**src/rtl/rx_mute_pkg.sv**
```systemverilog
package rx_mute_pkg;

    typedef enum logic {
        WAKE_IDLE = 1'b0,
        WAKE_ADDR = 1'b1
    } wake_mode_e;

    typedef struct packed {
        logic force_mute;
        logic force_wake;
    } hw_event_t;

    function automatic logic write_locked(input wake_mode_e mode, input logic rxne);
        return (mode == WAKE_ADDR) && rxne;
    endfunction

endpackage

```
**src/rtl/mute_addr_match.sv**
```systemverilog
module mute_addr_match #(
    parameter int DATA_W = 8,
    parameter int ADDR_W = 4
) (
    input  logic [DATA_W-1:0] word,
    input  logic [ADDR_W-1:0] node,
    output logic              is_addr,
    output logic              hit
);
    localparam int MARK_BIT = DATA_W - 1;

    logic [ADDR_W-1:0] bit_eq;

    for (genvar i = 0; i < ADDR_W; i++) begin : g_cmp
        assign bit_eq[i] = ~(word[i] ^ node[i]);
    end

    assign is_addr = word[MARK_BIT];
    assign hit     = is_addr & (&bit_eq);

endmodule

```
**src/rtl/mute_event_decode.sv**
```systemverilog
module mute_event_decode
    import rx_mute_pkg::*;
(
    input  logic       clk,
    input  logic       rst,
    input  wake_mode_e mode,
    input  logic       muted,
    input  logic       seen_char,
    input  logic       frame_done,
    input  logic       idle_det,
    input  logic       is_addr,
    input  logic       hit,
    output hw_event_t  ev,
    output logic       deliver_char,
    output logic       deliver_idle
);
    logic addr_frame;
    logic idle_wake;

    assign addr_frame = (mode == WAKE_ADDR) && frame_done && is_addr;
    assign idle_wake  = (mode == WAKE_IDLE) && muted && idle_det && seen_char;

    always_comb begin
        ev.force_mute = addr_frame && !hit;
        ev.force_wake = (addr_frame && hit) || idle_wake;
    end

    always_comb begin
        deliver_char = 1'b0;
        if (frame_done) begin
            if (mode == WAKE_ADDR && is_addr)
                deliver_char = hit;
            else
                deliver_char = !muted;
        end
    end

    assign deliver_idle = idle_det && !muted;

    assert_muted_silent_R4: assert property (@(posedge clk) disable iff (rst)
        (muted && (mode == WAKE_IDLE)) |-> !deliver_char);

    assert_idle_hidden_R5: assert property (@(posedge clk) disable iff (rst)
        muted |-> !deliver_idle);

    assert_event_excl_R10: assert property (@(posedge clk) disable iff (rst)
        !(ev.force_mute && ev.force_wake));

endmodule

```
**src/rtl/mute_state.sv**
```systemverilog
module mute_state
    import rx_mute_pkg::*;
(
    input  logic       clk,
    input  logic       rst,
    input  wake_mode_e mode,
    input  logic       rxne_in,
    input  logic       sw_wr,
    input  logic       sw_mute,
    input  hw_event_t  ev,
    input  logic       char_taken,
    output logic       muted,
    output logic       seen_char
);
    logic locked;

    assign locked = write_locked(mode, rxne_in);

    always_ff @(posedge clk) begin
        if (rst) begin
            muted <= 1'b0;
        end else if (ev.force_wake) begin
            muted <= 1'b0;
        end else if (ev.force_mute) begin
            muted <= 1'b1;
        end else if (sw_wr && !locked) begin
            muted <= sw_mute;
        end
    end

    always_ff @(posedge clk) begin
        if (rst)
            seen_char <= 1'b0;
        else if (char_taken)
            seen_char <= 1'b1;
    end

    assert_lock_R3: assert property (@(posedge clk) disable iff (rst)
        (sw_wr && (mode == WAKE_ADDR) && rxne_in && !ev.force_wake && !ev.force_mute)
        |=> $stable(muted));

    assert_wake_wins_R10: assert property (@(posedge clk) disable iff (rst)
        ev.force_wake |=> !muted);

endmodule

```
**src/rtl/rx_mute_ctrl.sv**
```systemverilog
module rx_mute_ctrl
    import rx_mute_pkg::*;
#(
    parameter int DATA_W = 8,
    parameter int ADDR_W = 4
) (
    input  logic              clk,
    input  logic              rst,
    input  logic              wake_sel,
    input  logic [ADDR_W-1:0] node_addr,
    input  logic              sw_wr,
    input  logic              sw_mute,
    input  logic              rxne_in,
    input  logic              frame_done,
    input  logic [DATA_W-1:0] frame_word,
    input  logic              idle_det,
    output logic              mute,
    output logic              deliver_char,
    output logic              deliver_idle
);
    localparam int MARK_BIT = DATA_W - 1;

    wake_mode_e mode;
    hw_event_t  ev;
    logic       is_addr;
    logic       hit;
    logic       seen_char;

    assign mode = wake_mode_e'(wake_sel);

    mute_addr_match #(.DATA_W(DATA_W), .ADDR_W(ADDR_W)) u_match (
        .word    (frame_word),
        .node    (node_addr),
        .is_addr (is_addr),
        .hit     (hit)
    );

    mute_event_decode u_decode (
        .clk          (clk),
        .rst          (rst),
        .mode         (mode),
        .muted        (mute),
        .seen_char    (seen_char),
        .frame_done   (frame_done),
        .idle_det     (idle_det),
        .is_addr      (is_addr),
        .hit          (hit),
        .ev           (ev),
        .deliver_char (deliver_char),
        .deliver_idle (deliver_idle)
    );

    mute_state u_state (
        .clk        (clk),
        .rst        (rst),
        .mode       (mode),
        .rxne_in    (rxne_in),
        .sw_wr      (sw_wr),
        .sw_mute    (sw_mute),
        .ev         (ev),
        .char_taken (deliver_char),
        .muted      (mute),
        .seen_char  (seen_char)
    );

    assert_addr_miss_R8: assert property (@(posedge clk) disable iff (rst)
        (wake_sel && frame_done && frame_word[MARK_BIT]
         && (frame_word[ADDR_W-1:0] != node_addr)) |=> mute);

    assert_addr_hit_R7: assert property (@(posedge clk) disable iff (rst)
        (wake_sel && frame_done && frame_word[MARK_BIT]
         && (frame_word[ADDR_W-1:0] == node_addr)) |=> !mute);

    assert_idle_wake_R5: assert property (@(posedge clk) disable iff (rst)
        (!wake_sel && mute && idle_det && seen_char) |=> !mute);

endmodule

```
**config.mk**
```make
export PLATFORM = sky130hd
export DESIGN_NAME = rx_mute_ctrl
export DESIGN_NICKNAME = d
export VERILOG_FILES = /design/src/rtl/rx_mute_pkg.sv /design/src/rtl/mute_addr_match.sv /design/src/rtl/mute_event_decode.sv /design/src/rtl/mute_state.sv /design/src/rtl/rx_mute_ctrl.sv
export SDC_FILE = /design/constraint.sdc
export NUM_CORES = 1
export LEC_CHECK = 0
export BUFFER_PORTS_ARGS = -buffer_cell sky130_fd_sc_hd__clkbuf_2
export CORE_AREA = 2 2 39 41
export CTS_CLUSTER_SIZE = 28
export DETAILED_ROUTE_END_ITERATION = 16
export DIE_AREA = 0 0 41 43
export HOLD_SLACK_MARGIN = 0.15
export MAX_ROUTING_LAYER = met4
export PLACE_DENSITY = 0.52
export SLEW_MARGIN = 20
export SYNTH_ARGS = -nofsm -noshare
export SYNTH_HDL_FRONTEND = slang
export SYNTH_HIERARCHICAL = 1
export SYNTH_SLANG_ARGS = --single-unit
export TNS_END_PERCENT = 20
```
**constraint.sdc**
```tcl
create_clock -name clk -period 1.2 [get_ports clk]
set_clock_uncertainty 0.1 [all_clocks]
set_input_delay 0.06 -clock clk [delete_from_list [all_inputs] [get_ports clk]]
set_output_delay 0.06 -clock clk [all_outputs]
set_load 0.02 [all_outputs]
```
==> impl_metrics.csv <==
group,metric,value,unit
finish,syn_to_final_growth,97.6,%
global_routing,grt_overflow,0,
critical_path,ff2ff_setup_slack,160,ps
sta,holdWs,185,ps
sta,setup_viol,2,
cts,htreeDepth,1,
synth,synthCells,27,
synth,synth_cell_types,20,
routing,vias,280,
synth,yosysSeqAreaShare,19.4,%
power_and_ir_drop,cellPowerDensity,832,nW/um2
place,place_congestion,0.655,
routing,ant_nets,0,
finish,final_util,29.5,%
routing,drt_iter0_drc,5,
finish,drive_above_1_share,54.7,%
routing,first_pass_iters,4,
critical_path,reg2reg_from,"u_state/muted",
synth,syn_area,206,um2
finish,diodes,0,
cts,cts.clk_slew.worst_paths,30,ps
synth,ys_warn_count,6,
sta,rsz0062_at_grt,"yes",
finish,n_fill_cell,167,
critical_path,cp.required,1040,ps
flow_run,drv_cap,0,
sta,hold_viol_final,0,
power_and_ir_drop,p_leak,0.210,nW
worst_hold_path,hp-start,"sw_wr",
critical_path,rr_endpoint,"u_state/seen_char",
finish,final_common_cell,"clkbuf_2",
critical_path,reg2reg_depth,5,
cts,tritoncts,"done",
global_routing,grt_pass1_vias,283,
critical_path,endpoint_kind,"output port",
worst_hold_path,min_path_type,"in -> reg",
sta,max_freq,791,MHz
worst_hold_path,worstHoldEndpoint,"u_state/muted",
floorplan,row_count,14,
sta,finalCritPeriodShare,105,%
cts,cts_sinks,2,
cts,numCtsBuffers,3,
routing,avgViaCountPerCell,4.06,
sta,tightest_slew,251,ps
floorplan,die_height,43,um
critical_path,cp_max_fo,2,
finish,nNetsFinal,75,
cts,root_buffer,"clkbuf_4",
sta,slew-limit-headroom,83.3,%
global_routing,grtUsageTotal,7.70,%
floorplan,die_area,1760,um2
power_and_ir_drop,ir_worst_vdd,0.410,mV
outcome,outcome,"finished, violations left",
sta,period_needed,1260,ps
sta,setup_tns,-90.9,ps
routing,wl_per_cell,8.61,um
critical_path,critPathKind,"in -> out",
synth,yosys_register_bits,2,
synth,syn_avg_cell_area,7.65,um2
global_routing,antenna_found_initial,0,
outcome,failed_checks,"negative setup slack",
synth,synth_nets,47,
finish,fin_cells,69,
floorplan,io_pins,23,
critical_path,critPathLaunchType,"primary input",
worst_hold_path,min_path_cells,4,
sta,slew_viol_final,0,
floorplan,die_w,41,um
routing,wirelength,594,um
sta,layout_setup_ws,-64.8,ps
floorplan,core_area,1380,um2
floorplan,start_util,14.9,%
place,placedCellCount,62,
cts,cts_buffer_depth,2,
global_routing,grt_pass1_wl,903,um
critical_path,arrival,1100,ps
finish,final_cell_mix,"clkbuf_2 (17), nor2_1 (4), clkbuf_4 (3), dlygate4sd3_1 (3)",
global_routing,grt_max_degree,6,
place,port-buffer-count,19,
routing,drcViolationCount,0,
cts,clock_latency,220,ps
==> cells by family after synthesis <==
group | count (synthesis) | share of synthesized area [%]
compound gates | 6 | 24.2
buf+inv | 4 | 9.09
simple gates | 14 | 43.0
flops | 2 | 19.4
xor+xnor | 1 | 4.24
==> Yosys cell counts (all sizes together) <==
cell,instances,area (um2)
and2,1,8.76
nor2b,1,6.26
o311a,1,10.0
nor2,4,15.0
nand4,1,6.26
dfxtp,2,40.0
a21boi,1,7.51
nand2,1,3.75
nor3b,1,12.5
o2111ai,1,8.76
nand3,1,5.00
or2b,1,7.51
nand2b,2,12.5
and4b,1,11.3
inv,3,11.3
buf,1,7.51
xor2,1,8.76
o21ai,2,13.8
a222oi,1,10.0
==> power by group <==
| group | internal, mW | total, mW | switching [mW] |
|---|---|---|---|
| logic | 0.0670 | 0.117 | 0.0497 |
| clock network | 0.110 | 0.144 | 0.0342 |
| registers | 0.0733 | 0.0784 | 0.00509 |
| total | 0.250 | 0.339 | 0.0891 |
==> flip-flops by register name (all words and copies together) (netlist names) <==
| name | flops |
|---|---|
| u_state/muted | 1 |
| u_state/seen_char | 1 |
==> area by class of cell <==
type | instances | area (um2) | area share (%)
clock buffer | 3 | 22.5 | 5.52
inverter | 3 | 18.8 | 4.60
multi-input combinational | 21 | 148 | 36.2
sequential | 2 | 40.0 | 9.82
tap | 16 | 20.0 | 4.91
timing repair buffer | 24 | 159 | 39.0
==> layer usage <==
| metal | vias up | GRT usage [%] | part of all wire (%) |
|---|---|---|---|
| met4 | 0 | 6.00 | 0 |
| met3 | 0 | 1.57 | 6.6 |
| li1 | 150 | - | - |
| met5 | - | - | 0 |
| met1 | 122 | 7.99 | 40 |
| met2 | 8 | 11.9 | 53 |
==> worst max-delay path, cell delays in order <==
cell and delay (ps):
buf_8 80, inv_8 20, a222oi_1 300, nor3b_2 230
nand4_1 150, o21ai_2 100, clkbuf_8 170
==> how the worst max path moves through the flow <==
| stage | from | end | cells after the start |
|---|---|---|---|
| floorplan | node_addr[0] | u_state/muted | 5 |
| global placement | node_addr[0] | u_state/muted | 6 |
| detailed placement | node_addr[0] | u_state/muted | 6 |
| CTS | node_addr[0] | deliver_char | 7 |
| global route | node_addr[0] | deliver_char | 7 |
| finish | node_addr[0] | deliver_char | 7 |
==> repair_timing <==
action / 4_1_cts / 5_1_grt
hold buffers: 3 / 0
hold endpoints to repair: 2 / 0
endpoints found under the setup margin: 2 / 3
pin swaps: 2 / 3
setup buffers: 1 / 0
gates resized for setup: 4 / 1
==> stage by stage <==
| step | instance area, um2 | setup WS (ps) | power, mW |
|---|---|---|---|
| 2_1_floorplan | 214 | -83.3 | 0.130 |
| 3_3_place_gp | 329 | -296 | 0.175 |
| 3_5_place_dp | 329 | -345 | 0.177 |
| 4_1_cts | 407 | -70.9 | 0.348 |
| 5_1_grt | 408 | -164 | 0.369 |
| 6_report | 408 | -64.8 | 0.339 |
(Power assumes the default switching activity.)
